<file path="config.mk">
export PLATFORM = sky130hd
export DESIGN_NAME = instr_mod_decode
export DESIGN_NICKNAME = d
export VERILOG_FILES = /design/src/rtl/imd_pkg.sv /design/src/rtl/index_modifier.sv /design/src/rtl/group_decode.sv /design/src/rtl/indirect_seq.sv /design/src/rtl/instr_mod_decode.sv
export SDC_FILE = /design/constraint.sdc
export NUM_CORES = 1
export LEC_CHECK = 0
export ABC_AREA = 1
export BUFFER_PORTS_ARGS = -buffer_cell sky130_fd_sc_hd__buf_2
export CAP_MARGIN = 25
export CORE_MARGIN = 2
export CORE_UTILIZATION = 45
export DETAILED_ROUTE_END_ITERATION = 16
export PLACE_DENSITY = 0.74
export SLEW_MARGIN = 20
export SYNTH_ARGS = -nofsm -noshare
export SYNTH_HDL_FRONTEND = slang
export SYNTH_HIERARCHICAL = 1
export SYNTH_SLANG_ARGS = --single-unit
</file>
<file path="constraint.sdc">
create_clock -name clk -period 8.8 [get_ports clk]
set_input_delay 2.64 -clock clk [delete_from_list [all_inputs] [get_ports clk]]
set_output_delay 2.64 -clock clk [all_outputs]
set_load 0.1 [all_outputs]
</file>
<file path="src/rtl/imd_pkg.sv">
package imd_pkg;
  localparam int WORD_W = 20;
  localparam int ADDR_W = 10;
  localparam int FUNC_W = 6;
  localparam int IDX_W  = 2;

  typedef enum logic [2:0] {
    AM_IMM   = 3'd0,
    AM_MAIN  = 3'd1,
    AM_FAST  = 3'd2,
    AM_IND   = 3'd3,
    AM_OTHER = 3'd4
  } amode_e;

  typedef enum logic [IDX_W-1:0] {
    IX_NONE = 2'd0,
    IX_B    = 2'd1,
    IX_SEQ  = 2'd2,
    IX_R    = 2'd3
  } idx_e;

  typedef struct packed {
    logic              inh;
    logic              smode;
    logic [FUNC_W-1:0] func;
    logic [IDX_W-1:0]  idx;
    logic [ADDR_W-1:0] addr;
  } instr_t;
endpackage

</file>
<file path="src/rtl/index_modifier.sv">
module index_modifier
  import imd_pkg::*;
#(
  parameter int W  = WORD_W,
  parameter int NW = ADDR_W
) (
  input  logic [IDX_W-1:0] idx,
  input  logic [NW-1:0]    n_field,
  input  logic [W-1:0]     mod_b,
  input  logic [W-1:0]     mod_r,
  input  logic [W-2:0]     loc_body,
  output logic [W-1:0]     eff
);
  localparam int PAD = W - NW;

  logic [W-1:0] seq_mod;
  logic [W-1:0] chosen;

  // next-instruction address with the store-select flag stripped
  assign seq_mod = {1'b0, loc_body} + W'(1);

  always_comb begin
    unique case (idx_e'(idx))
      IX_NONE: chosen = '0;
      IX_B:    chosen = mod_b;
      IX_SEQ:  chosen = seq_mod;
      IX_R:    chosen = mod_r;
      default: chosen = '0;
    endcase
  end

  assign eff = {{PAD{1'b0}}, n_field} + chosen;
endmodule

</file>
<file path="src/rtl/group_decode.sv">
module group_decode
  import imd_pkg::*;
#(
  parameter int FW = FUNC_W
) (
  input  logic [FW-1:0] func,
  input  logic          smode,
  output amode_e        mode
);
  localparam int GW = 3;

  logic [GW-1:0] grp;
  assign grp = func[FW-1 -: GW];

  always_comb begin
    case (grp)
      3'd0, 3'd1: mode = smode ? AM_MAIN : AM_IMM;
      3'd2, 3'd3: mode = smode ? AM_IND  : AM_FAST;
      default:    mode = AM_OTHER;
    endcase
  end
endmodule

</file>
<file path="src/rtl/indirect_seq.sv">
module indirect_seq (
  input  logic clk,
  input  logic rst_n,
  input  logic in_valid,
  input  logic need_ind,
  input  logic fs_req_ready,
  input  logic fs_rsp_valid,
  input  logic out_ready,
  output logic in_ready,
  output logic accept,
  output logic fs_req_valid,
  output logic rsp_take,
  output logic out_valid
);
  typedef enum logic [1:0] {ST_IDLE, ST_REQ, ST_WAIT, ST_OUT} st_e;
  st_e st_q, st_d;

  always_comb begin
    st_d         = st_q;
    in_ready     = 1'b0;
    fs_req_valid = 1'b0;
    rsp_take     = 1'b0;
    out_valid    = 1'b0;
    case (st_q)
      ST_IDLE: begin
        in_ready = 1'b1;
        if (in_valid) st_d = need_ind ? ST_REQ : ST_OUT;
      end
      ST_REQ: begin
        fs_req_valid = 1'b1;
        if (fs_req_ready) st_d = ST_WAIT;
      end
      ST_WAIT: begin
        if (fs_rsp_valid) begin
          rsp_take = 1'b1;
          st_d     = ST_OUT;
        end
      end
      ST_OUT: begin
        out_valid = 1'b1;
        if (out_ready) st_d = ST_IDLE;
      end
      default: st_d = ST_IDLE;
    endcase
  end

  assign accept = in_valid && in_ready;

  always_ff @(posedge clk) begin
    if (!rst_n) st_q <= ST_IDLE;
    else        st_q <= st_d;
  end

  a_r9_busy_after_accept: assert property (@(posedge clk) disable iff (!rst_n)
    accept |=> !in_ready);
  a_r9_free_after_handover: assert property (@(posedge clk) disable iff (!rst_n)
    (out_valid && out_ready) |=> in_ready);
  a_r10_valid_held: assert property (@(posedge clk) disable iff (!rst_n)
    (out_valid && !out_ready) |=> out_valid);
  a_r12_req_held: assert property (@(posedge clk) disable iff (!rst_n)
    (fs_req_valid && !fs_req_ready) |=> fs_req_valid);
endmodule

</file>
<file path="src/rtl/instr_mod_decode.sv">
module instr_mod_decode
  import imd_pkg::*;
#(
  parameter int W  = WORD_W,
  parameter int NW = ADDR_W,
  parameter int FW = FUNC_W
) (
  input  logic          clk,
  input  logic          rst_n,
  input  logic          in_valid,
  output logic          in_ready,
  input  logic [W-1:0]  in_instr,
  input  logic [W-1:0]  cur_loc,
  input  logic [W-1:0]  mod_b,
  input  logic [W-1:0]  mod_r,
  output logic          fs_req_valid,
  input  logic          fs_req_ready,
  output logic [NW-1:0] fs_req_addr,
  input  logic          fs_rsp_valid,
  input  logic [W-1:0]  fs_rsp_data,
  output logic          out_valid,
  input  logic          out_ready,
  output logic [2:0]    out_mode,
  output logic [W-1:0]  out_value,
  output logic [FW-1:0] out_func,
  output logic          out_store_sel,
  output logic          out_inhibit
);
  instr_t       ins;
  logic [W-1:0] eff;
  amode_e       mode_d;
  logic         accept, rsp_take, need_ind;

  assign ins = instr_t'(in_instr);

  index_modifier #(.W(W), .NW(NW)) u_mod (
    .idx      (ins.idx),
    .n_field  (ins.addr),
    .mod_b    (mod_b),
    .mod_r    (mod_r),
    .loc_body (cur_loc[W-2:0]),
    .eff      (eff)
  );

  group_decode #(.FW(FW)) u_dec (
    .func  (ins.func),
    .smode (ins.smode),
    .mode  (mode_d)
  );

  assign need_ind = (mode_d == AM_IND);

  indirect_seq u_seq (
    .clk          (clk),
    .rst_n        (rst_n),
    .in_valid     (in_valid),
    .need_ind     (need_ind),
    .fs_req_ready (fs_req_ready),
    .fs_rsp_valid (fs_rsp_valid),
    .out_ready    (out_ready),
    .in_ready     (in_ready),
    .accept       (accept),
    .fs_req_valid (fs_req_valid),
    .rsp_take     (rsp_take),
    .out_valid    (out_valid)
  );

  logic [W-1:0]  val_q;
  amode_e        mode_q;
  logic [FW-1:0] func_q;
  logic          inh_q, ss_q, inhibit_q;

  always_ff @(posedge clk) begin
    if (!rst_n) begin
      val_q  <= '0;
      mode_q <= AM_IMM;
      func_q <= '0;
      inh_q  <= 1'b0;
      ss_q   <= 1'b0;
    end else if (accept) begin
      val_q  <= eff;
      mode_q <= mode_d;
      func_q <= ins.func;
      inh_q  <= ins.inh;
      ss_q   <= cur_loc[W-1];
    end else if (rsp_take) begin
      val_q  <= fs_rsp_data;
    end
  end

  always_ff @(posedge clk) begin
    if (!rst_n)                      inhibit_q <= 1'b0;
    else if (out_valid && out_ready) inhibit_q <= inh_q;
  end

  assign fs_req_addr   = val_q[NW-1:0];
  assign out_value     = val_q;
  assign out_mode      = mode_q;
  assign out_func      = func_q;
  assign out_store_sel = ss_q;
  assign out_inhibit   = inhibit_q;

  a_r10_payload_stable: assert property (@(posedge clk) disable iff (!rst_n)
    (out_valid && !out_ready) |=> ($stable(out_value) && $stable(out_mode) && $stable(out_func)));
  a_r12_addr_stable: assert property (@(posedge clk) disable iff (!rst_n)
    (fs_req_valid && !fs_req_ready) |=> $stable(fs_req_addr));
  a_r7_req_only_indirect: assert property (@(posedge clk) disable iff (!rst_n)
    fs_req_valid |-> (out_mode == 3'd3));
  a_r11_inhibit_quiet: assert property (@(posedge clk) disable iff (!rst_n)
    !(out_valid && out_ready) |=> $stable(out_inhibit));
endmodule

</file>
# == Word level (Yosys, flattened, before mapping) ==
# Cells that the tools add are included.
# totals
in_bits,106
wordCells,49
reg_bits,34
# op_classes
n_addsub,2
eq_ne,14
muxes,17
n_reduce_logical,9
# op_table
operator,count
one-hot mux 20 bit (4 select lines),1
two-way mux 20 bit,2
adder 10 x 20 -> 20 bit,1
adder 19 x 1 -> 20 bit (second input constant),1
two-way mux 2 bit,5
== test 3 x 2 -> 1 bit (second input constant),3
== test 2 bit (second input constant),4
!= test 2 bit (second input constant),4
one-hot mux 2 bit (4 select lines),1
two-way mux 1 bit,7
one-hot mux 3 bit (2 select lines),1
== test 2 x 1 -> 1 bit (second input constant),2
logical NOT 2 bit,2
AND reduction 4 bit,1
OR reduction 2 bit,2
== test 3 x 1 -> 1 bit (second input constant),1
logical NOT 3 bit,1
logical AND 1 bit,2
nonzero test 2 bit,1

# == Logic depth before layout (Yosys ltp) ==
# logic_depth
ltp_word,7
mapped_depth,24
ltp_nobuf,24

# == Hierarchy ==
# Netlist, hierarchy kept.
# modules_own_cells
module,n_inst,area_per_inst_um2,cells_per_inst,seq_area_each_um2
index_modifier,1,1612.8,293,0.0
instr_mod_decode,1,1582.8,216,640.6
indirect_seq,1,222.7,36,40.0
group_decode,1,18.8,5,0.0

# == Worst setup path after synthesis ==
# No wires, ideal clock.
# synth_path
path_kind,input -> register
startpoint,in cur_loc[2]
endpoint,"reg val_q[19], in the netlist out_value[19]"
arrival_time_ns,4.837
setup_ns,0.109
cell_stages,23
t_required_ns,8.691
setup_slack_ns,3.854
path_cell_list,nand2_1 nor2_4 nand2_2 inv_2 nand2_1 nor3b_1 a221o_1 ha_1 nand2_1 nor2_1 nand3_1 nand3_1 nand2_1 nand2_1 nand2_2 nor2_8 nand3_1 nand2_1 inv_1 nand2_1 nand3_1 nand2_1 inv_1
# synth_via
elab_chain_cells,4
# synth_lines
element,line_no,rtl
start: declaration,instr_mod_decode.sv:13,"input logic [W-1:0] cur_loc,"
adder 19 x 1 -> 20 bit,index_modifier.sv:20,"assign seq_mod = {1'b0, loc_body} + W'(1);"
one-hot mux 20 bit (4 select lines),index_modifier.sv:23,unique case (idx_e'(idx))
adder 10 x 20 -> 20 bit,index_modifier.sv:32,"assign eff = {{PAD{1'b0}}, n_field} + chosen;"
named net eff[19],instr_mod_decode.sv:30,logic [W-1:0] eff;
two-way mux 20 bit,instr_mod_decode.sv:80,end else if (accept) begin
end signal: assignment,instr_mod_decode.sv:87,val_q <= fs_rsp_data;
end: declaration,instr_mod_decode.sv:68,logic [W-1:0] val_q;
# The timed path passes the listed nets, and every way through them passes these cells.
# A chain may end at the register's enable or synchronous reset.

# == Final worst setup path ==
# layout_path
startpoint,in in_instr[11]
endpoint,"reg val_q[19], in the netlist out_value[19]"
# layout_via
elab_chain_cells,4
# layout_lines
element,line_no,rtl
start: declaration,instr_mod_decode.sv:12,"input logic [W-1:0] in_instr,"
"== test 2 bit, or another cell as far along",index_modifier.sv:23,
one-hot mux 20 bit (4 select lines) (*),index_modifier.sv:23,
adder 10 x 20 -> 20 bit (*),index_modifier.sv:32,
named net eff[19],instr_mod_decode.sv:30,
two-way mux 20 bit (*),instr_mod_decode.sv:80,
# The timed path passes the listed nets; every way through them passes the cells marked *.

==> out/qor.csv <==
stage,metric,value,unit
cts,Post-CTS Setup Inserts,0,
drt,TritonRoute pass-1 iters,5,
synth,synth top area cells,"dfxtp_1 20%, nand2_1 15%, nand3_1 8.9%",
sta,fin. max-slew vios,0,
sta,Fin. Hold Viols,0,
pwr,combinational share of power,0.700,
pwr,Pwr per Cell Area,261.5,nW/um2
synth,post-synthesis xor/xnor area fraction,0.03822,
pwr,sw power,693.9,uW
critical_path,Critical Path Max Stage Delay,0.61,ns
sta,relative slew slack,0.4031,
critical_path,CP required,8.98,ns
synth,Synth top area share,0.1980,
critical_path,"Critical Path, Cell by Cell",buf_2 > inv_1 > nor2_1 > clkinv_1 > o311ai_0 > ha_1 > a21oi_1 > o21ai_1 > nand2_1 > nand3_1 > nand2_1 > nand2_1 > nand2_2 > nor2_8 > nand2_1 > nand2_1 > nand2_1 > inv_1 > nand2_1 > nand3_1 > nand2_1 > inv_1,
sta,Clock Skews,0.006556,ns
drt,DRT iter0 DRCs,185,
cts,Max Root-Sink Buffers,2,
placement,post-DP HPWL,7.996,mm
pwr,Clock power frac,0.099,
die,die area,8353,um2
synth,Avg Inst Size Synth,6.249,um2
sta,f_max,0.1714,GHz
synth,sequential area share after synthesis,0.1980,
synth,Syn Nets,672,
cells_and_area,layout cell share with drive strength beyond 1,0.3373,
critical_path,most frequent CP cell,nand2_1,
sta,setup tns final,0,ns
sta,Final Cycle Share,0.6630,
die,Core Region,7331,um2
drt,Avg WL per Cell,12.33,um
synth,Post-Syn Instances,550,
placement,gp weighted congestion,0.8991,
outcome,status,completed,
global_routing,grt ovf,0,
pwr,Max rail drop VDD,0.08729,mV
synth,Post-synth EDFFs,0,
synth,Mapped Area,3437,um2
critical_path,CP Capture Type,flop,
cells_and_area,fin nets,801,
cells_and_area,"Design Area, Final",4204,um2
sta,final worst slack,2.966,ns
critical_path,WS Path Type,input port to flop,
global_routing,gr usage total,0.2272,
worst_hold_path,Worst Hold Class,flop to flop,
pwr,switch share,0.6311,
global_routing,first-pass GRT wire length,15.91,mm
global_routing,largest net degree at the start of global routing,35,
drt,Post-route DRC,0,
global_routing,initial antenna violation count,0,
synth,Async SR Flop Fraction,0,
cts,# hold bufs at CTS,0,
sta,RSZ-0062 raised after global routing,no,
critical_path,"critical path fanouts, max",12,
cts,Root Buffer,clkbuf_8,
synth,post-synthesis cell type count,37,
synth,warnings from Yosys,6,
placement,port buffer count,149,
synth,Adder-Cell Fraction of Synth Area,0.06043,
synth,Post-Synth Simple-Gate Area,0.4703,
cts,clock transition at the registers of the reported paths,0.07,ns
synth,Synth Flop Type,dfxtp_1,
cts,CTS tree,built,
global_routing,vias in the first global route,3644,
die,die width,91.40,um
pwr,Int Pwr,405.6,uW
drt,Post-Route WL,9.594,mm
flow_run,max_cap viols,0,
cells_and_area,P&R area growth vs syn,22.32,%
critical_path,Critical Path Start Type,input port,
synth,Commonest cells post-synth,"139 x nand2_1, 68 x inv_1, 61 x nand3_1",
sta,Worst-Margin Slew,0.8944,ns
die,Die Ht,91.40,um
die,num rows,31,
placement,Post-Place Cell Area,4124,um2
synth,complex-gate fraction of the synthesized area,0.09465,
synth,multiplexer share of the synthesized area,0,
die,num ports,150,
cts,H-tree depth,2,
synth,"area leader, netlist",dfxtp_1,
cts,clock latency on the worst-skew pair,0.28,ns
synth,"count leader, synth",nand2_1,
drt,Vias/cell,5.022,
cells_and_area,Inserted Diodes,0,
cts,PostCTS Resize Cnt,0,
critical_path,arrival time worst endpoint,6.02,ns
synth,#FFs+latches synth,34,
critical_path,CP max-delay cell,nor2_1,
cts,Num Clock Sinks,34,
sta,"Setup violations, final",0,
drt,DR vias,3907,
pwr,Leak,2.412,nW
synth,largest family of logic cells by synthesized area,simple AND/OR/NAND/NOR gates,
cts,TritonCTS Buffers,5,
sta,final worst path period need,5.835,ns
placement,DP Worst Slack,2.664,ns
die,Starting Density,0.4689,
pwr,Reg power frac,0.201,
drt,ANT nets after route,0,
==> worst paths after layout <==
check,to,slack (ns),cells after the start,startpoint
worst min-delay path,out_inhibit,0.48,2,out_inhibit
worst min register to register,out_inhibit,0.48,2,out_inhibit
worst max register to register,out_value[15],6.69,10,u_seq/st_q[0]
worst max-delay path,out_value[19],2.97,22,in_instr[11]
==> kinds of logic (layout without fill, tap and decap cells) <==
| kind of cell | after synthesis | count (layout) |
|---|---|---|
| buffers and inverters | 103 | 232 |
| AND/OR/NAND/NOR | 330 | 330 |
| adder cells (fa/ha/maj) | 16 | 16 |
| flip-flops | 34 | 34 |
| AO/OA/AOI/OAI | 52 | 52 |
| XOR/XNOR | 15 | 15 |
==> metal layers <==
layer  vias up  track usage  share of wire
met2       136       0.4007           0.49
met1      1765       0.2788           0.43
met4         0      0.06566          0.016
li1       1992            -              -
met5         -            0              0
met3        14      0.04315          0.068
==> stage by stage <==
stage / total power [mW] / cells / hold slack, ns / util
floorplan: 0.8963 / 550 / 0.4684 / -
global placement: 0.9845 / 771 / 0.4588 / 0.5626
detailed placement: 0.9939 / 771 / 0.4768 / 0.5626
CTS: 1.105 / 778 / 0.4950 / 0.5735
global route: 1.164 / 778 / 0.5243 / 0.5735
finish: 1.100 / 778 / 0.4841 / 0.5735
==> sequential cells by signal (all words and copies together) (netlist names) <==
name           count
u_seq/st_q         2
out_value         20
inh_q              1
out_store_sel      1
out_inhibit        1
out_func           6
out_mode           3
==> power groups by stage <==
stage,Clock (mW),Sequential (mW),Combinational [mW]
finish,0.108,0.221,0.770
global route,0.118,0.226,0.821
CTS,0.112,0.221,0.771
detailed placement,0,0.224,0.769
global placement,0,0.222,0.762
floorplan,0,0.465,0.431
==> worst max-delay path: cells and delay by family <==
family | cells | cell delay [ns]
AO/OA/AOI/OAI | 3 | 0.83
buffers and inverters | 5 | 0.68
AND/OR/NAND/NOR | 13 | 1.44
adder cells (fa/ha/maj) | 1 | 0.39
==> layout by cell type, fill, tap and decap left out, types with 2 or more instances in the layout <==
master    count
nor2_2        8
a22o_1        9
a21oi_1      13
o21ai_0      16
nand2_2      34
nand2_4       3
nor2_1       54
o21bai_1      2
nand2_1     139
xor2_1       10
buf_2       149
o21ai_1       3
buf_4         2
inv_1        68
clkbuf_8      5
inv_2         5
nor2_4        5
nand3_1      61
o211ai_1      3
xnor2_1       5
ha_1         15
nand3_2      14
dfxtp_1      34
nand4_1       9
==> area by class of cell <==
| type | instances | area [um2] |
|---|---|---|
| clock inverter | 1 | 7.507 |
| sequential | 34 | 680.7 |
| timing repair buffer | 151 | 760.7 |
| tap | 99 | 123.9 |
| clock buffer | 6 | 72.57 |
| inverter | 74 | 277.8 |
| fill | 754 | 3127 |
| multi-input combinational | 413 | 2281 |
Note: power is estimated with default switching activity, not from simulation.
